## config.mk

```make
export PLATFORM = sky130hd
export DESIGN_NAME = lcd_refresh
export DESIGN_NICKNAME = d
export VERILOG_FILES = /design/src/rtl/lcd_refresh_pkg.sv /design/src/rtl/lcd_fifo.sv /design/src/rtl/lcd_fetch.sv /design/src/rtl/lcd_scan.sv /design/src/rtl/lcd_refresh.sv
export SDC_FILE = /design/constraint.sdc
export NUM_CORES = 1
export LEC_CHECK = 0
export BUFFER_PORTS_ARGS = -buffer_cell sky130_fd_sc_hd__clkbuf_2
export CAP_MARGIN = 10
export CORE_UTILIZATION = 35
export DETAILED_ROUTE_END_ITERATION = 16
export GPL_TIMING_DRIVEN = 0
export PLACE_DENSITY = 0.54
export SYNTH_ARGS = -nofsm -noshare
export SYNTH_HDL_FRONTEND = slang
export SYNTH_SLANG_ARGS = --single-unit
```

## constraint.sdc

```tcl
create_clock -name clk_i -period 10.3 [get_ports clk_i]
set_input_delay 2.06 -clock clk_i [delete_from_list [all_inputs] [get_ports clk_i]]
set_output_delay 2.06 -clock clk_i [all_outputs]
set_load 0.01 [all_outputs]
```

## src/rtl/lcd_refresh_pkg.sv

```systemverilog
package lcd_refresh_pkg;
    typedef enum logic [1:0] {F_IDLE, F_REQ, F_XFER} fetch_st_e;
    typedef enum logic [1:0] {S_LO, S_HI, S_LATCH, S_ROW} scan_st_e;
endpackage

```

## src/rtl/lcd_fifo.sv

```systemverilog
module lcd_fifo #(
    parameter int W     = 32,
    parameter int DEPTH = 8
) (
    input  logic                       clk_i,
    input  logic                       rst_ni,
    input  logic                       push_i,
    input  logic [W-1:0]               wdata_i,
    input  logic                       pop_i,
    output logic [W-1:0]               rdata_o,
    output logic [$clog2(DEPTH):0]     count_o
);
    localparam int PTR_W = $clog2(DEPTH);

    typedef struct packed {
        logic [PTR_W-1:0] wp;
        logic [PTR_W-1:0] rp;
        logic [PTR_W:0]   cnt;
    } fifo_t;

    fifo_t q, d;
    logic [W-1:0] mem [DEPTH];

    always_comb begin
        d = q;
        if (push_i) d.wp = q.wp + 1'b1;
        if (pop_i)  d.rp = q.rp + 1'b1;
        case ({push_i, pop_i})
            2'b10:   d.cnt = q.cnt + 1'b1;
            2'b01:   d.cnt = q.cnt - 1'b1;
            default: d.cnt = q.cnt;
        endcase
    end

    always_ff @(posedge clk_i or negedge rst_ni) begin
        if (!rst_ni) q <= '0;
        else         q <= d;
    end

    always_ff @(posedge clk_i) begin
        if (push_i) mem[q.wp] <= wdata_i;
    end

    assign rdata_o = mem[q.rp];
    assign count_o = q.cnt;
endmodule

```

## src/rtl/lcd_fetch.sv

```systemverilog
module lcd_fetch
    import lcd_refresh_pkg::*;
#(
    parameter int ADDR_W      = 32,
    parameter int FRAME_WORDS = 512,
    parameter int DEPTH       = 8,
    parameter int BURST       = 4
) (
    input  logic                                      clk_i,
    input  logic                                      rst_ni,
    input  logic [ADDR_W-3-$clog2(FRAME_WORDS):0]     base_i,
    input  logic                                      gnt_i,
    input  logic                                      ack_i,
    input  logic [$clog2(DEPTH):0]                    fifo_cnt_i,
    output logic                                      req_o,
    output logic                                      rd_o,
    output logic                                      push_o,
    output logic [ADDR_W-1:0]                         addr_o
);
    localparam int CNT_W  = $clog2(FRAME_WORDS);
    localparam int CF_W   = $clog2(DEPTH) + 1;
    localparam int BEAT_W = (BURST > 1) ? $clog2(BURST) : 1;
    localparam logic [CNT_W-1:0]  LAST_WORD = CNT_W'(FRAME_WORDS - 1);
    localparam logic [BEAT_W-1:0] LAST_BEAT = BEAT_W'(BURST - 1);
    localparam logic [CF_W-1:0]   ROOM      = CF_W'(DEPTH - BURST);

    typedef struct packed {
        fetch_st_e         st;
        logic [CNT_W-1:0]  wcnt;
        logic [BEAT_W-1:0] beat;
    } fetch_t;

    fetch_t q, d;

    always_comb begin
        d = q;
        case (q.st)
            F_IDLE: if (fifo_cnt_i <= ROOM) d.st = F_REQ;
            F_REQ:  if (gnt_i) d.st = F_XFER;
            F_XFER: if (ack_i) begin
                d.wcnt = (q.wcnt == LAST_WORD) ? '0 : q.wcnt + 1'b1;
                if (q.beat == LAST_BEAT) begin
                    d.beat = '0;
                    d.st   = F_IDLE;
                end else begin
                    d.beat = q.beat + 1'b1;
                end
            end
            default: d.st = F_IDLE;
        endcase
    end

    always_ff @(posedge clk_i or negedge rst_ni) begin
        if (!rst_ni) q <= '{st: F_IDLE, wcnt: '0, beat: '0};
        else         q <= d;
    end

    assign req_o  = (q.st != F_IDLE);
    assign rd_o   = (q.st == F_XFER);
    assign push_o = rd_o && ack_i;
    assign addr_o = {base_i, q.wcnt, 2'b00};
endmodule

```

## src/rtl/lcd_scan.sv

```systemverilog
module lcd_scan
    import lcd_refresh_pkg::*;
#(
    parameter int DATA_W         = 32,
    parameter int NIB_W          = 4,
    parameter int WORDS_PER_LINE = 4,
    parameter int LINES          = 128
) (
    input  logic              clk_i,
    input  logic              rst_ni,
    input  logic              empty_i,
    input  logic [DATA_W-1:0] word_i,
    output logic              pop_o,
    output logic [NIB_W-1:0]  data_o,
    output logic              sclk_o,
    output logic              latch_o,
    output logic              frame_o,
    output logic              first_o,
    output logic              rowclk_o
);
    localparam int NPW    = DATA_W / NIB_W;
    localparam int NPL    = NPW * WORDS_PER_LINE;
    localparam int LEFT_W = $clog2(NPW + 1);
    localparam int COL_W  = $clog2(NPL);
    localparam int LINE_W = (LINES > 1) ? $clog2(LINES) : 1;
    localparam logic [COL_W-1:0]  LAST_COL  = COL_W'(NPL - 1);
    localparam logic [LINE_W-1:0] LAST_LINE = LINE_W'(LINES - 1);

    typedef struct packed {
        scan_st_e          st;
        logic [DATA_W-1:0] sreg;
        logic [LEFT_W-1:0] left;
        logic [COL_W-1:0]  col;
        logic [LINE_W-1:0] line;
        logic              frame;
        logic [NIB_W-1:0]  dq;
        logic              sclk;
        logic              lp;
        logic              rclk;
        logic              first;
    } scan_t;

    scan_t q, d;

    always_comb begin
        d       = q;
        pop_o   = 1'b0;
        d.sclk  = 1'b0;
        d.lp    = 1'b0;
        d.rclk  = 1'b0;
        d.first = 1'b0;
        case (q.st)
            S_LO: begin
                if (q.left != '0) begin
                    d.dq   = q.sreg[DATA_W-1 -: NIB_W];
                    d.sreg = q.sreg << NIB_W;
                    d.left = q.left - 1'b1;
                    d.st   = S_HI;
                end else if (!empty_i) begin
                    pop_o  = 1'b1;
                    d.dq   = word_i[DATA_W-1 -: NIB_W];
                    d.sreg = word_i << NIB_W;
                    d.left = LEFT_W'(NPW - 1);
                    d.st   = S_HI;
                end
            end
            S_HI: begin
                d.sclk = 1'b1;
                if (q.col == LAST_COL) begin
                    d.col = '0;
                    d.st  = S_LATCH;
                end else begin
                    d.col = q.col + 1'b1;
                    d.st  = S_LO;
                end
            end
            S_LATCH: begin
                d.lp    = 1'b1;
                d.first = (q.line == '0);
                d.st    = S_ROW;
            end
            S_ROW: begin
                d.rclk  = 1'b1;
                d.first = (q.line == '0);
                if (q.line == LAST_LINE) begin
                    d.line  = '0;
                    d.frame = ~q.frame;
                end else begin
                    d.line = q.line + 1'b1;
                end
                d.st = S_LO;
            end
            default: d.st = S_LO;
        endcase
    end

    always_ff @(posedge clk_i or negedge rst_ni) begin
        if (!rst_ni) q <= '{st: S_LO, default: '0};
        else         q <= d;
    end

    assign data_o   = q.dq;
    assign sclk_o   = q.sclk;
    assign latch_o  = q.lp;
    assign frame_o  = q.frame;
    assign first_o  = q.first;
    assign rowclk_o = q.rclk;
endmodule

```

## src/rtl/lcd_refresh.sv

```systemverilog
module lcd_refresh #(
    parameter int ADDR_W         = 32,
    parameter int DATA_W         = 32,
    parameter int WORDS_PER_LINE = 4,
    parameter int LINES          = 128,
    parameter int FIFO_DEPTH     = 8,
    parameter int BURST          = 4
) (
    input  logic                                                  clk_i,
    input  logic                                                  rst_ni,
    input  logic [ADDR_W-3-$clog2(WORDS_PER_LINE*LINES):0]        fb_base_i,
    input  logic                                                  bus_gnt_i,
    input  logic                                                  bus_ack_i,
    input  logic [DATA_W-1:0]                                     bus_rdata_i,
    output logic                                                  bus_req_o,
    output logic                                                  bus_rd_o,
    output logic [ADDR_W-1:0]                                     bus_addr_o,
    output logic [3:0]                                            lcd_data_o,
    output logic                                                  lcd_sclk_o,
    output logic                                                  lcd_latch_o,
    output logic                                                  lcd_frame_o,
    output logic                                                  lcd_first_o,
    output logic                                                  lcd_rowclk_o
);
    localparam int FRAME_WORDS = WORDS_PER_LINE * LINES;
    localparam int CF_W        = $clog2(FIFO_DEPTH) + 1;

    logic              fifo_push;
    logic              fifo_pop;
    logic [DATA_W-1:0] fifo_word;
    logic [CF_W-1:0]   fifo_cnt;

    lcd_fetch #(
        .ADDR_W(ADDR_W), .FRAME_WORDS(FRAME_WORDS),
        .DEPTH(FIFO_DEPTH), .BURST(BURST)
    ) u_fetch (
        .clk_i(clk_i), .rst_ni(rst_ni), .base_i(fb_base_i),
        .gnt_i(bus_gnt_i), .ack_i(bus_ack_i), .fifo_cnt_i(fifo_cnt),
        .req_o(bus_req_o), .rd_o(bus_rd_o), .push_o(fifo_push),
        .addr_o(bus_addr_o)
    );

    lcd_fifo #(.W(DATA_W), .DEPTH(FIFO_DEPTH)) u_fifo (
        .clk_i(clk_i), .rst_ni(rst_ni), .push_i(fifo_push),
        .wdata_i(bus_rdata_i), .pop_i(fifo_pop), .rdata_o(fifo_word),
        .count_o(fifo_cnt)
    );

    lcd_scan #(
        .DATA_W(DATA_W), .NIB_W(4),
        .WORDS_PER_LINE(WORDS_PER_LINE), .LINES(LINES)
    ) u_scan (
        .clk_i(clk_i), .rst_ni(rst_ni), .empty_i(fifo_cnt == '0),
        .word_i(fifo_word), .pop_o(fifo_pop), .data_o(lcd_data_o),
        .sclk_o(lcd_sclk_o), .latch_o(lcd_latch_o), .frame_o(lcd_frame_o),
        .first_o(lcd_first_o), .rowclk_o(lcd_rowclk_o)
    );
endmodule

```

# Word-level counts from Yosys, hierarchy flattened
# Memory sizes are Yosys's and may differ from the RTL's.
# Cells that the tools add are included.
[totals]
register_bits = 82
ramBits = 256
input_bits = 57
out_inout_bits = 43
elab_cells = 84
mem_count = 1
[mem_list]
columns = ["name", "words", "width", "read_ports", "rd_clocked_by_memory_dff", "write_ports", "line_no", "text"]
rows = [
  ["u_fifo.mem", 8, 32, 1, 0, 1, "lcd_fifo.sv:22", "logic [W-1:0] mem [DEPTH];"],
]
[classes]
add_sub_neg = 9
magnitude_cmp = 1
eq_ne = 17
mux = 25
n_bitwise = 1
reduce_logical = 13
[op_table]
columns = ["operator", "count"]
rows = [
  ["2-to-1 mux 38 bit", 2],
  ["2-to-1 mux 13 bit", 1],
  ["equality test 2 bit, second input constant", 5],
  ["2-to-1 mux 2 bit", 5],
  ["adder 9 x 1 -> 9 bit, second input constant", 1],
  ["equality test 9 bit, second input constant", 1],
  ["2-to-1 mux 1 bit", 9],
  ["2-to-1 mux 9 bit", 1],
  ["2-to-1 mux 4 bit", 2],
  ["inequality test 2 bit, second input constant", 4],
  ["case mux 2 bit (4 select lines)", 1],
  ["case mux 4 bit (2 select lines)", 1],
  ["subtractor 4 x 1 -> 4 bit, second input constant", 2],
  ["adder 7 x 1 -> 7 bit, second input constant", 1],
  ["equality test 7 bit, second input constant", 1],
  ["logical NOT 7 bit", 1],
  ["2-to-1 mux 7 bit", 1],
  ["adder 3 x 1 -> 3 bit, second input constant", 2],
  ["equality test 2 x 1 -> 1 bit, second input constant", 3],
  ["case mux 2 bit (3 select lines)", 1],
  ["AND reduction 2 bit", 3],
  ["adder 5 x 1 -> 5 bit, second input constant", 1],
  ["equality test 5 bit, second input constant", 1],
  ["2-to-1 mux 5 bit", 1],
  ["other kinds (13)", 15],
]

# Longest topological paths before layout
[logic_depth]
word_depth = 6
mapped_depth = 12
depth_no_buf = 11

# Cells and area by module
# From an unflattened synthesis, not the netlist that was laid out.
[hier_totals]
hier_cells = 741
hier_area_um2 = 13918.3
[by_module_without_submodules]
columns = ["mod", "n_inst", "cells_per_inst", "area_per_inst_um2", "seq_area_each_um2"]
rows = [
  ["lcd_fifo", 1, 426, 10307.4, 7937.6],
  ["lcd_scan", 1, 208, 2646.3, 1376.3],
  ["lcd_fetch", 1, 106, 952.2, 325.3],
  ["lcd_refresh", 1, 1, 12.5, 0.0],
]

# Worst setup path after synthesis
# OpenSTA, ideal clock, no wires.
[synth_path]
kind = "input -> register"
start = "in bus_ack_i"
end = "mem u_fifo.mem[2][0], enable pin"
setup_ns = 0.513
t_arrival_ns = 5.851
required_ns = 9.787
path_slack_ns = 3.936
stages = 4
path_buffers = 1
cell_sequence = "and3b_1 buf_2 inv_2 nor4b_1"
[synth_via]
elab_chain_cells = 3
[synth_rtl]
columns = ["element", "line_no", "text"]
rows = [
  ["start: declaration", "lcd_refresh.sv:13", "input logic bus_ack_i,"],
  ["logical AND 1 bit", "lcd_fetch.sv:60", "assign push_o = rd_o && ack_i;"],
  ["2-to-1 mux 1 bit", "lcd_fifo.sv:41", "if (push_i) mem[q.wp] <= wdata_i;"],
  ["2-to-1 mux 1 bit (implied by the code)", "lcd_fifo.sv:41", ""],
  ["end: declaration", "lcd_fifo.sv:22", ""],
]
# Every way passes these cells.

# Worst setup path in the final report
[layout_path]
start = "in fb_base_i[8]"
end = "out bus_addr_o[19]"
[layout_lines]
columns = ["element", "line_no", "text"]
rows = [
  ["start: declaration", "lcd_refresh.sv:11", "input logic [ADDR_W-3-$clog2(WORDS_PER_LINE*LINES):0] fb_base_i,"],
  ["end: declaration", "lcd_refresh.sv:17", "output logic [ADDR_W-1:0] bus_addr_o,"],
]
# No word-level cell between the ends.

==> results.toml <==
[cts]
cts_buffers = 37
clkLatencyLatePin_ps = 510
cts.clk_slew.worst_paths_ps = 60
clockBufferDepth = 3
cts_resized = 0
htree_levels = 2
cts_tree = "yes"
ctsHoldBuffers = 0
cts.sinks = 334
postCtsSetupRepairBufs = 0
ctsRootBufferMaster = "clkbuf_16"

[yosys]
ys_types = 56
synthMuxAreaShare_pct = 11.6
synth_xor_area_share_pct = 0.944
synth_top_cell_by_area = "edfxtp_1"
yosysTopAreaCellShare_pct = 55.2
synth_edf_count = 256
synth_most_common_cell = "edfxtp_1"
synth_simple_gate_area_share_pct = 5.55
synthTopCellsByArea = "edfxtp_1 (55%), dfrtp_1 (14%), mux4_2 (6.3%)"
synth_compound_area_share_pct = 6.61
ys_warn_count = 0
async_reset_ff_share_pct = 23.4
synthAdderAreaFrac_pct = 1.26
syn_area_per_cell_um2 = 17.2
ys_seq_area_share_pct = 69.3
syn_area_um2 = 13900
synth_top_family_by_area = "multiplexers"
yosys-top-cells-count = "edfxtp_1 (256), dfrtp_1 (78), nand2_1 (67)"
synthCells = 808
synth_flop_cell = "edfxtp_1"
ys_seq_elements = 334

[sta]
fin_crit_ps = 4340
setup_viol = 0
fin_ws_ps = 5960
rsz0062_at_grt = "no"
skew_ps = 15.1
worstMarginPinSlew_ps = 963
slew_headroom_pct = 35.2
setup_tns_ps = 0
finalHoldViolCount = 0
clock.fmax_mhz = 230
drv_slew = 0
period_share_pct = 42.2

[drt]
initialDrtViolationCount = 428
drc_errors = 0
num_vias = 7293
dr.pass1.iters = 4
routed_wl_mm = 28.2
viasPerCell = 4.87
routedWlPerCell_um = 18.8
antenna_left = 0

[floorplan]
fp.dieW_um = 201
core.rowCount = 72
fp.dieArea_um2 = 40600
dieHeight_um = 201
core_um2 = 38900
io_pins = 100
floorplan.initialDensity_pct = 35.8

[grt]
grt_usage_pct = 14.2
grt_pass1_wl_mm = 44.3
grt_pass1_vias = 7455
antenna_found_initial = 0
grt_max_degree = 47
gr-total-overflow = 0

[critical_path]
cp.required_ps = 8240
cp-start-kind = "input pin"
reg2reg_to = "u_fifo.count_o[2]$_DFFE_PN0P_"
critPathTopFamily = "buffers and inverters"
r2r_slack_ps = 7380
reg2reg_depth = 12
cp_cell_sequence = "buf_4 -> clkbuf_2"
critPathKind = "in2out"
cp_slowest_cell = "clkbuf_2"
critical_path_buf_inv_count = 2
crit_arrival_ps = 2280
cp_max_fo = 1
crit-reg2reg-launch = "u_scan.q[21]$_DFFE_PN0P_"
crit_path_max_incr_delay_ps = 120
worstSetupEndpointType = "output port"

[final_layout]
post-route-util_pct = 42.1
antennaDiodeCount = 0
area_growth_pct = 17.7
drive_above_1_share_pct = 30.9
final_nets = 1022
finalInstanceArea_um2 = 16400

[power_and_ir_drop]
p_leak_nw = 5.98
p_clk_share_pct = 29.8
power_switching_mw = 1.19
combPwrFrac_pct = 27.4
internal-power_mw = 2.79
power_density_nw_per_um2 = 243
swShare_pct = 30.0
power_mw = 3.98
vdd_drop_max_mv = 0.118
pwr-share-seq_pct = 42.8

[worst_hold_path]
hold_class = "reg2reg"
whs_path_depth = 1
worstHoldStart = "u_scan.frame_o$_DFFE_PN0P_"
min_to = "u_scan.frame_o$_DFFE_PN0P_"

[place]
port_buffers = 76
dp.final_hpwl_mm = 19.2
place_congestion = 0.760
pre_cts_ws_ps = 5800
dpl_cell_area_um2 = 15300

[flow_run]
maxCapViolCount = 0

[status]
outcome = "completed"
-- layout by cell type, fill, tap and decap left out, types with 9 or more instances in the layout --
cell type  netlist  final
clkbuf_16        0     37
nand2_1         67     67
clkinv_2         0      9
buf_4           39     48
buf_6            3     17
inv_1            9      9
o21ai_1         43     43
mux4_1          25     25
dfrtp_1         78     78
xor2_1           9      9
nor2_1          12     11
nor2b_1         30     30
clkbuf_2         0     75
edfxtp_1       256    256
clkbuf_1        10     19
ha_1            14     14
buf_2           12     12
mux4_2          39     39
o21ai_0         39     39
a211oi_2        27     27
-- power groups by stage --
stage          clock network (mW)  logic, mW  registers (mW)
3_3_place_gp                    0       1.08            1.73
6_report                     1.19       1.09            1.70
2_1_floorplan                   0      0.815            1.70
4_1_cts                      1.22       1.12            1.70
3_5_place_dp                    0       1.11            1.73
5_1_grt                      1.27       1.20            1.72
-- final cells by class --
class | count | area (um2)
clock inverter | 20 | 109
inverter | 10 | 37.5
tap | 518 | 648
clock buffer | 47 | 973
buffer | 78 | 624
timing repair buffer | 103 | 686
multi-input combinational | 387 | 3660
sequential | 334 | 9640
fill | 3536 | 22500
-- flip-flops by register name, indices dropped and copies added (netlist names), named ones only --
signal,count
u_scan.latch_o,1
u_fetch.addr_o,9
u_scan.sclk_o,1
u_fetch.q,4
u_scan.data_o,4
u_scan.rowclk_o,1
u_fifo.q,6
u_fifo.count_o,4
u_scan.frame_o,1
u_scan.q,45
u_scan.first_o,1
u_fifo.mem,256
-- kinds of logic (layout without fill, tap and decap cells) --
logic type	count (synthesis)	after routing
flops	334	334
mux	71	71
other cells	1	2
buf+inv	88	258
simple gates	151	151
fa+ha+maj	14	14
compound gates	134	134
xor+xnor	15	15
-- metrics by stage --
step	std cells	hold WS (ps)
floorplan	809	435
global placement	1403	461
detailed placement	1430	468
CTS	1497	475
global route	1497	508
finish	1497	465
-- metal layers --
metal  share of wire [%]  routed length [um]  global-route usage [%]  vias to the layer above
li1                    -                   -                       -                     3397
met1                  47               13200                    20.1                     3708
met2                  47               13300                    22.8                      147
met3                 3.8                1060                    2.15                       41
met4                 1.8                 495                    3.65                        0
met5                   0                   0                       0                        -
-- how the worst max path moves through the flow --
stage / startpoint / end / slack (ps) / cells past startpoint
after global placement: bus_ack_i / u_fifo.mem[2][13]$_DFFE_PP_ / 200 / 5
after global routing: fb_base_i[2] / bus_addr_o[13] / 5950 / 2
after detailed placement: bus_ack_i / u_fifo.mem[0][14]$_DFFE_PP_ / 5800 / 8
final: fb_base_i[8] / bus_addr_o[19] / 5960 / 2
after CTS: fb_base_i[8] / bus_addr_o[19] / 5950 / 2
after floorplan: bus_ack_i / u_fifo.mem[2][0]$_DFFE_PP_ / 3940 / 4
-- worst reg2reg max path, stage by stage (launching register included) --
cell      delay (ps)
dfrtp_1          400
inv_1             90
ha_1             170
or3b_1           410
nor3_4           440
ha_1             230
clkbuf_1         260
xor2_1           110
ha_1             190
a21oi_1          140
xor2_1           150
nor2_1            60
xor2_1           140
(Power assumes the default switching activity.)
